`src/rtl/sirq_host.sv`:
```
`timescale 1ns/1ps
module sirq_host #(
  parameter int FRAMES_MIN = 17,
  parameter int FRAMES_MAX = 32
) (
  input  logic        clk,
  input  logic        rst_n,
  input  logic        quiet_sel,
  input  logic [1:0]  start_len_sel,
  input  logic [5:0]  frame_total,
  input  logic        sirq_in,
  output logic        sirq_drive_low,
  output logic [15:0] irq_req,
  output logic        smi_n,
  output logic        iochk_req,
  output logic [3:0]  pci_int_req
);

  localparam int SLOTS = 21;

  typedef enum logic [2:0] {REC, IDLE, START, DATA, STOP} state_t;

  state_t         st;
  logic [3:0]     cnt;
  logic [5:0]     fn;
  logic [1:0]     ph;
  logic           quiet_q;
  logic [SLOTS:1] act;
  logic [3:0]     start_w, stop_w;
  logic [5:0]     last_fn;
  logic           sample_now, in_data, in_idle;

  assign start_w = (start_len_sel == 2'd0) ? 4'd4 :
                   (start_len_sel == 2'd1) ? 4'd6 : 4'd8;
  assign stop_w  = quiet_q ? 4'd2 : 4'd3;
  assign last_fn = (frame_total < 6'(FRAMES_MIN)) ? 6'(FRAMES_MIN) :
                   (frame_total > 6'(FRAMES_MAX)) ? 6'(FRAMES_MAX) : frame_total;

  assign in_data        = (st == DATA);
  assign in_idle        = (st == IDLE);
  assign sample_now     = in_data && (ph == 2'd0);
  assign sirq_drive_low = (st == START) || (st == STOP);

  always_ff @(posedge clk) begin
    if (!rst_n) begin
      st      <= REC;
      cnt     <= '0;
      fn      <= '0;
      ph      <= '0;
      quiet_q <= 1'b0;
      act     <= '0;
    end else begin
      case (st)
        REC:
          if (cnt == 4'd1) begin
            cnt <= '0;
            st  <= quiet_q ? IDLE : START;
          end else cnt <= cnt + 4'd1;
        IDLE:
          if (!sirq_in) begin
            st  <= START;
            cnt <= 4'd1;
          end
        START:
          if (cnt == start_w - 4'd1) begin
            st  <= DATA;
            cnt <= '0;
            fn  <= '0;
            ph  <= 2'd2;
          end else cnt <= cnt + 4'd1;
        DATA:
          if (ph == 2'd2) begin
            if (fn == last_fn) begin
              st      <= STOP;
              quiet_q <= quiet_sel;
            end else begin
              fn <= fn + 6'd1;
              ph <= 2'd0;
            end
          end else ph <= ph + 2'd1;
        STOP:
          if (cnt == stop_w - 4'd1) begin
            st  <= REC;
            cnt <= '0;
          end else cnt <= cnt + 4'd1;
        default: st <= REC;
      endcase
      for (int k = 1; k <= SLOTS; k++)
        if (sample_now && fn == 6'(k)) act[k] <= ~sirq_in;
    end
  end

  assign irq_req     = {act[16], act[15], 1'b0, act[13:10], 1'b0, act[8:4], 1'b0, act[2], 1'b0};
  assign smi_n       = ~act[3];
  assign iochk_req   = act[17];
  assign pci_int_req = act[21:18];

endmodule

```
`config.mk`:
```
export PLATFORM = sky130hd
export DESIGN_NAME = sirq_host
export DESIGN_NICKNAME = d
export VERILOG_FILES = /design/src/rtl/sirq_host.sv
export SDC_FILE = /design/constraint.sdc
export NUM_CORES = 1
export LEC_CHECK = 0
export CAP_MARGIN = 20
export CORE_MARGIN = 8
export CORE_UTILIZATION = 55
export CTS_CLUSTER_SIZE = 14
export DETAILED_ROUTE_END_ITERATION = 10
export PLACE_DENSITY = 0.82
export SYNTH_ARGS = -nofsm -noshare
export SYNTH_HDL_FRONTEND = slang
export SYNTH_SLANG_ARGS = --single-unit
```
`constraint.sdc`:
```
create_clock -name clk -period 2.9 [get_ports clk]
set_input_delay 0.435 -clock clk [delete_from_list [all_inputs] [get_ports clk]]
set_output_delay 0.435 -clock clk [all_outputs]
set_load 0.1 [all_outputs]
```
==> metrics, run 1 <==
Antenna Cells 0; drt drc 0; share of layout cells above drive strength 1 0.1709; DRT Pass-1 Iters 4; Site Rows 23; htree depth 2; clock-pin slew on the worst setup and hold paths 70 ps; initial antenna violation count 0; clock sinks 34; Layout area overhead 11.82%; Vias per Instance 5.948; core area 0.003914 sq mm; IO Pins 35; Critical R2R Launch st[1]$_SDFFE_PN0P_; min Tclk post-route 2325 ps; Vias 1,933; vias in the first global route 1,734; crit path kind input pin to register; Iter 0 DRT Violations 160; Critical Path Max Stage Delay 500 ps; DIE AREA 0.006262 sq mm; post-synthesis area per instance 8.241 sq um; Worst EP required 3100 ps; PortBufs 30; Tot GR Track Use 0.1625; Leak 0.9235 nW; EDFF count, synth 0; maximum vdd drop 0.0005756 V; register bit total from synthesis 34; Initial Utilization 0.5601; Synth Cell Area 0.002192 sq mm; total CTS buffers 5; routed length per instance 15.39 um; Final Max Slew Viols 0; clock tree buffer depth 2; Post-CTS Resized 0; Final ANT Viol Nets 0; outcome finished, final reports clean; register area share after synthesis 0.3105; final setup fails 0; FMAX 430.1 MHz; Place WS 296.8 ps; postcts setup bufs 0; HPWL after DPL 3478 um; Final Skew 5.018 ps; hold_buf cts 0; critical path's top delay family compound AO/OA/AOI/OAI gates; crit path buf inv count 1; Final Hold Viols 0; Final Cycle Share 0.8017; CP Capture Type register; cells after synthesis 266; Worst Hold Launch act[3]$_SDFFE_PN0P_; most common cell after layout, fill and taps aside dfxtp_1; Maximum Capacitance Violations 0; Yosys warnings 0; Worst Setup SP frame_total[2]; WP data arrival 2520 ps; ys async rst share 0; CTS tree done; pwr dens 622.4 mW/mm^2; first-pass GRT wire length 8293 um; Worst Tran Pin Value 572.9 ps; CP Launch Type input pin; Setup WS post-layout 575.1 ps; CP max FO 10; filler instances 357; Synth Flop Type dfxtp_1; most frequent cells in the layout 34 x dfxtp_1, 26 x a21oi_1, 22 x buf_4; RSZ-0062 raised after global routing false; largest net degree at the start of global routing 23; Nets 292; Rel. slew slack 0.6151; Final GP Congestion 0.8131; total wire length 5002 um; die height 79.13 um; Cell variety after synth 61; Critical-path top delay cell clkdlybuf4s50_1; setup TNS 0 ps; Clock Latency Late Sink 290 ps; CTS root buf clkbuf_8; worst min path class register to register; Cell Chain, Critical Path clkdlybuf4s50_1 > nor4_1 > a21o_2 > a31oi_1 > o211ai_4 > nand4_1 > o41ai_2; die width 79.13 um; grt total ovfl 0
cells in the mapped netlist (3+ instances only):
cell type / number / share of area
a21oi_1: 26 / 0.059
nor4_1: 3 / 0.0086
ha_1: 6 / 0.034
nand4_1: 6 / 0.017
clkbuf_1: 9 / 0.015
a31oi_1: 4 / 0.011
o21ai_0: 9 / 0.021
mux2i_1: 6 / 0.027
nand2_1: 17 / 0.029
nor3_1: 7 / 0.016
o211ai_1: 3 / 0.010
or2_2: 3 / 0.0086
inv_1: 13 / 0.022
nor2_1: 21 / 0.036
buf_4: 21 / 0.072
nand2b_1: 3 / 0.0086
a311oi_1: 13 / 0.052
nand3_1: 9 / 0.021
dfxtp_1: 34 / 0.31
sequential cells by signal (all words and copies together) (netlist names):
| name | count |
|---|---|
| fn | 6 |
| cnt | 4 |
| quiet_q | 1 |
| st | 3 |
| ph | 2 |
| act | 18 |
tightest hold or removal path, cell delays in order (launching register included):
cell	delay, ps
dfxtp_1	330
mux2i_1	70
nor2_1	80
where the power goes:
part | internal [mW] | leakage [nW] | total [mW] | switching [mW]
logic | 0.150 | 0.580 | 0.417 | 0.267
registers | 0.499 | 0.275 | 0.572 | 0.0739
clock network | 0.345 | 0.0683 | 0.536 | 0.192
total | 0.993 | 0.923 | 1.53 | 0.532
cells by family after synthesis:
kind of cell | share of synthesized area
flip-flops | 0.3105
XOR/XNOR | 0.01598
AND/OR/NAND/NOR | 0.2135
AO/OA/AOI/OAI | 0.2705
multiplexers | 0.02740
buffers and inverters | 0.1261
other | 0.001711
adder cells (fa/ha/maj) | 0.03425
metrics by stage:
step | cells | total power, mW | instance area (sq um) | hold WS (ps) | utilization
finish | 325 | 1.526 | 2451 | 510.1 | 0.6263
CTS | 325 | 1.527 | 2451 | 513.0 | 0.6263
global route | 325 | 1.603 | 2451 | 539.9 | 0.6263
floorplan | 269 | 0.9110 | 2203 | 463.7 | -
detailed placement | 317 | 0.9901 | 2313 | 491.6 | 0.5911
global placement | 317 | 0.9821 | 2313 | 489.3 | 0.5911
layer usage:
metal / global-route usage / wire, um / vias up
met5: 0 / 0 / -
met4: 0.06481 / 104 / 0
met3: 0.05192 / 335 / 9
met2: 0.2473 / 2303 / 54
met1: 0.2071 / 2258 / 900
li1: - / - / 970
path summary, 6_finish.rpt:
check	end	slack, ps	cells past startpoint
max reg2reg	act[8]$_SDFFE_PN0P_	650	6
max	fn[5]$_SDFFE_PN0P_	580	7
min	act[3]$_SDFFE_PN0P_	510	2
min reg2reg	act[3]$_SDFFE_PN0P_	510	2
cell type report:
type,count,area (sq um),share of cell area
multi-input combinational,187,1246,0.5084
sequential,34,680.7,0.2777
timing repair buffer,33,275.3,0.1123
clock buffer,5,68.82,0.02808
clock inverter,3,68.82,0.02808
tap,50,62.56,0.02552
inverter,13,48.80,0.01991
Note: power is estimated with default switching activity, not from simulation.
==> run 2, diff against run 1 <==
Settings changed: CORE_UTILIZATION 55 to 54, PLACE_DENSITY 0.82 to 0.8.
Clock period 2.9 ns to 2.4 ns, I/O delays scaled along.
==> metrics, run 2 (synthesis results as in run 1) <==
outcome finished, final reports clean; Place WS -15.18 ps (-312.0 ps); Clock Latency Late Sink 290 ps (about the same); drt drc 0 (unchanged); htree depth 2 (unchanged); Site Rows 23 (unchanged); Worst EP required 2580 ps (-520 ps); final setup fails 0 (unchanged); share of layout cells above drive strength 1 0.1972 (+0.02627); Tot Pwr 1.661 mW (+8.9%); Largest register FFs 18 (unchanged); Final Skew 5.087 ps (+0.06925 ps); Post-CTS Resized 0 (unchanged); routed length per instance 14.77 um (-4.1%); Final Cycle Share 0.8860; IO Pins 35 (unchanged); vias in the first global route 1,794 (+3.5%); core area 0.003943 sq mm (+0.74%); HPWL after DPL 3688 um (+6.0%); Critical-path top delay cell clkdlybuf4s50_1; Biggest register act; Critical Path Max Stage Delay 490 ps (about the same); biggest regs act (18), fn (6), cnt (4); DRT Pass-1 Iters 4 (unchanged); Initial Utilization 0.5560 (-0.004088); Tot GR Track Use 0.1636 (+0.001070); register area 680.7 sq um (unchanged); Vias 1,943 (+0.52%); CP Capture Type register; Nets 301 (+3.1%); CP Launch Type input pin; clock sinks 34 (unchanged); clock tree buffer depth 2 (unchanged); Multi-input gate area 0.001246 sq mm (unchanged); Maximum Capacitance Violations 0 (unchanged); critical path's top delay family simple AND/OR/NAND/NOR gates; R2R depth 6 (unchanged); CP max FO 6 (-4); hold depth 2 (unchanged); crit path kind input pin to register; Layout area overhead 12.96%; Leak 0.9475 nW (+2.6%); Post-DP Area 0.002381 sq mm (+2.9%); DIE AREA 0.006354 sq mm (+1.5%); PortBufs 30 (unchanged); Final Max Slew Viols 0 (unchanged); initial antenna violation count 0 (unchanged); clock-pin slew on the worst setup and hold paths 70 ps (about the same); total CTS buffers 5 (unchanged); postcts setup bufs 0 (unchanged); Final GP Congestion 0.8470 (+4.2%); pwr dens 670.8 mW/mm^2 (+7.8%); hold_buf cts 0 (unchanged); Rel. slew slack 0.5197 (-0.09542); maximum vdd drop 0.0006295 V (+9.4%); Vias per Instance 5.817 (-2.2%); total wire length 4932 um (-1.4%); Finished Cell Area 0.002476 sq mm (+1.0%); min Tclk post-route 2126 ps; Finished Core Util 0.6281 (+0.001776); FMAX 470.3 MHz; CTS tree done; Final Hold Viols 0 (unchanged); most common cell after layout, fill and taps aside dfxtp_1; first-pass GRT wire length 8466 um (+2.1%); Iter 0 DRT Violations 150 (-6.3%); most frequent cells in the layout 34 x dfxtp_1, 31 x buf_4, 26 x a21oi_1; Setup WS post-layout 273.7 ps (-301.4 ps); grt total ovfl 0 (unchanged); crit path buf inv count 1 (unchanged); filler instances 360 (+0.84%); RSZ-0062 raised after global routing false; Worst Tran Pin Value 715.0 ps (+142.0 ps); CTS root buf clkbuf_8; die height 79.72 um (+0.74%); largest net degree at the start of global routing 23 (unchanged); stages on the worst setup path 7 (unchanged); Final ANT Viol Nets 0 (unchanged); worst min path class register to register; Worst R2R Setup Slack 410 ps (-240 ps); Cell Chain, Critical Path clkdlybuf4s50_1 > nor4_1 > o21ai_0 > a31oi_1 > o211ai_4 > or3_4 > mux2i_1; Antenna Cells 0 (unchanged); WP data arrival 2300 ps (-220 ps); die width 79.72 um (+0.74%)
[run 2: changes by cell type in the layout (fill, tap and decap cells not counted), sizes merged]
cell      delta
buf          +9
bufinv       -2
clkbuf       +1
clkinvlp     +1
[run 2: through the flow]
stage	std cells	hold WS [ps]	setup TNS, ps
floorplan	269	463.7	0
CTS	334	506.1	0
global placement	326	492.6	0
detailed placement	326	491.5	-15.18
global route	334	527.4	0
finish	334	502.9	0
[run 2: final cells by class]
cell class | count | area share
Tap cell | 50 | 0.02527
Timing Repair Buffer | 42 | 0.1385
Clock buffer | 6 | 0.03335
Clock inverter | 2 | 0.005053
Sequential cell | 34 | 0.2749
Multi-Input combinational cell | 187 | 0.5033
Inverter | 13 | 0.01971
[run 2: where the power goes]
group,switching (mW),internal (mW)
clock network,0.212,0.230
registers,0.0496,0.603
logic,0.361,0.205
[run 2: worst register-to-register path: cells and delay by family, from the launching register on]
family           cells  cell delay [ps]
AND/OR/NAND/NOR      3              860
AO/OA/AOI/OAI        3              600
flip-flops           1              440
[run 2: path summary, 6_finish.rpt]
path / start / to
min: act[15]$_SDFFE_PN0P_ / act[15]$_SDFFE_PN0P_
min reg2reg: act[15]$_SDFFE_PN0P_ / act[15]$_SDFFE_PN0P_
max: frame_total[2] / quiet_q$_SDFFE_PN0P_
max reg2reg: st[2]$_SDFFE_PN0P_ / fn[2]$_SDFFE_PN0P_
[run 2: metal layers]
| metal | vias up | share of wire | track usage |
|---|---|---|---|
| met5 | - | 0 | 0 |
| li1 | 984 | - | - |
| met1 | 906 | 0.47 | 0.2204 |
| met4 | 0 | 0.013 | 0.04815 |
| met2 | 46 | 0.46 | 0.2445 |
| met3 | 7 | 0.054 | 0.04730 |
==> run 3, diff against run 2 <==
Settings changed: GPL_ROUTABILITY_DRIVEN set to 0.
==> results of run 3 <==
The final DEF is identical to that of run 2; final timing and power are the same.
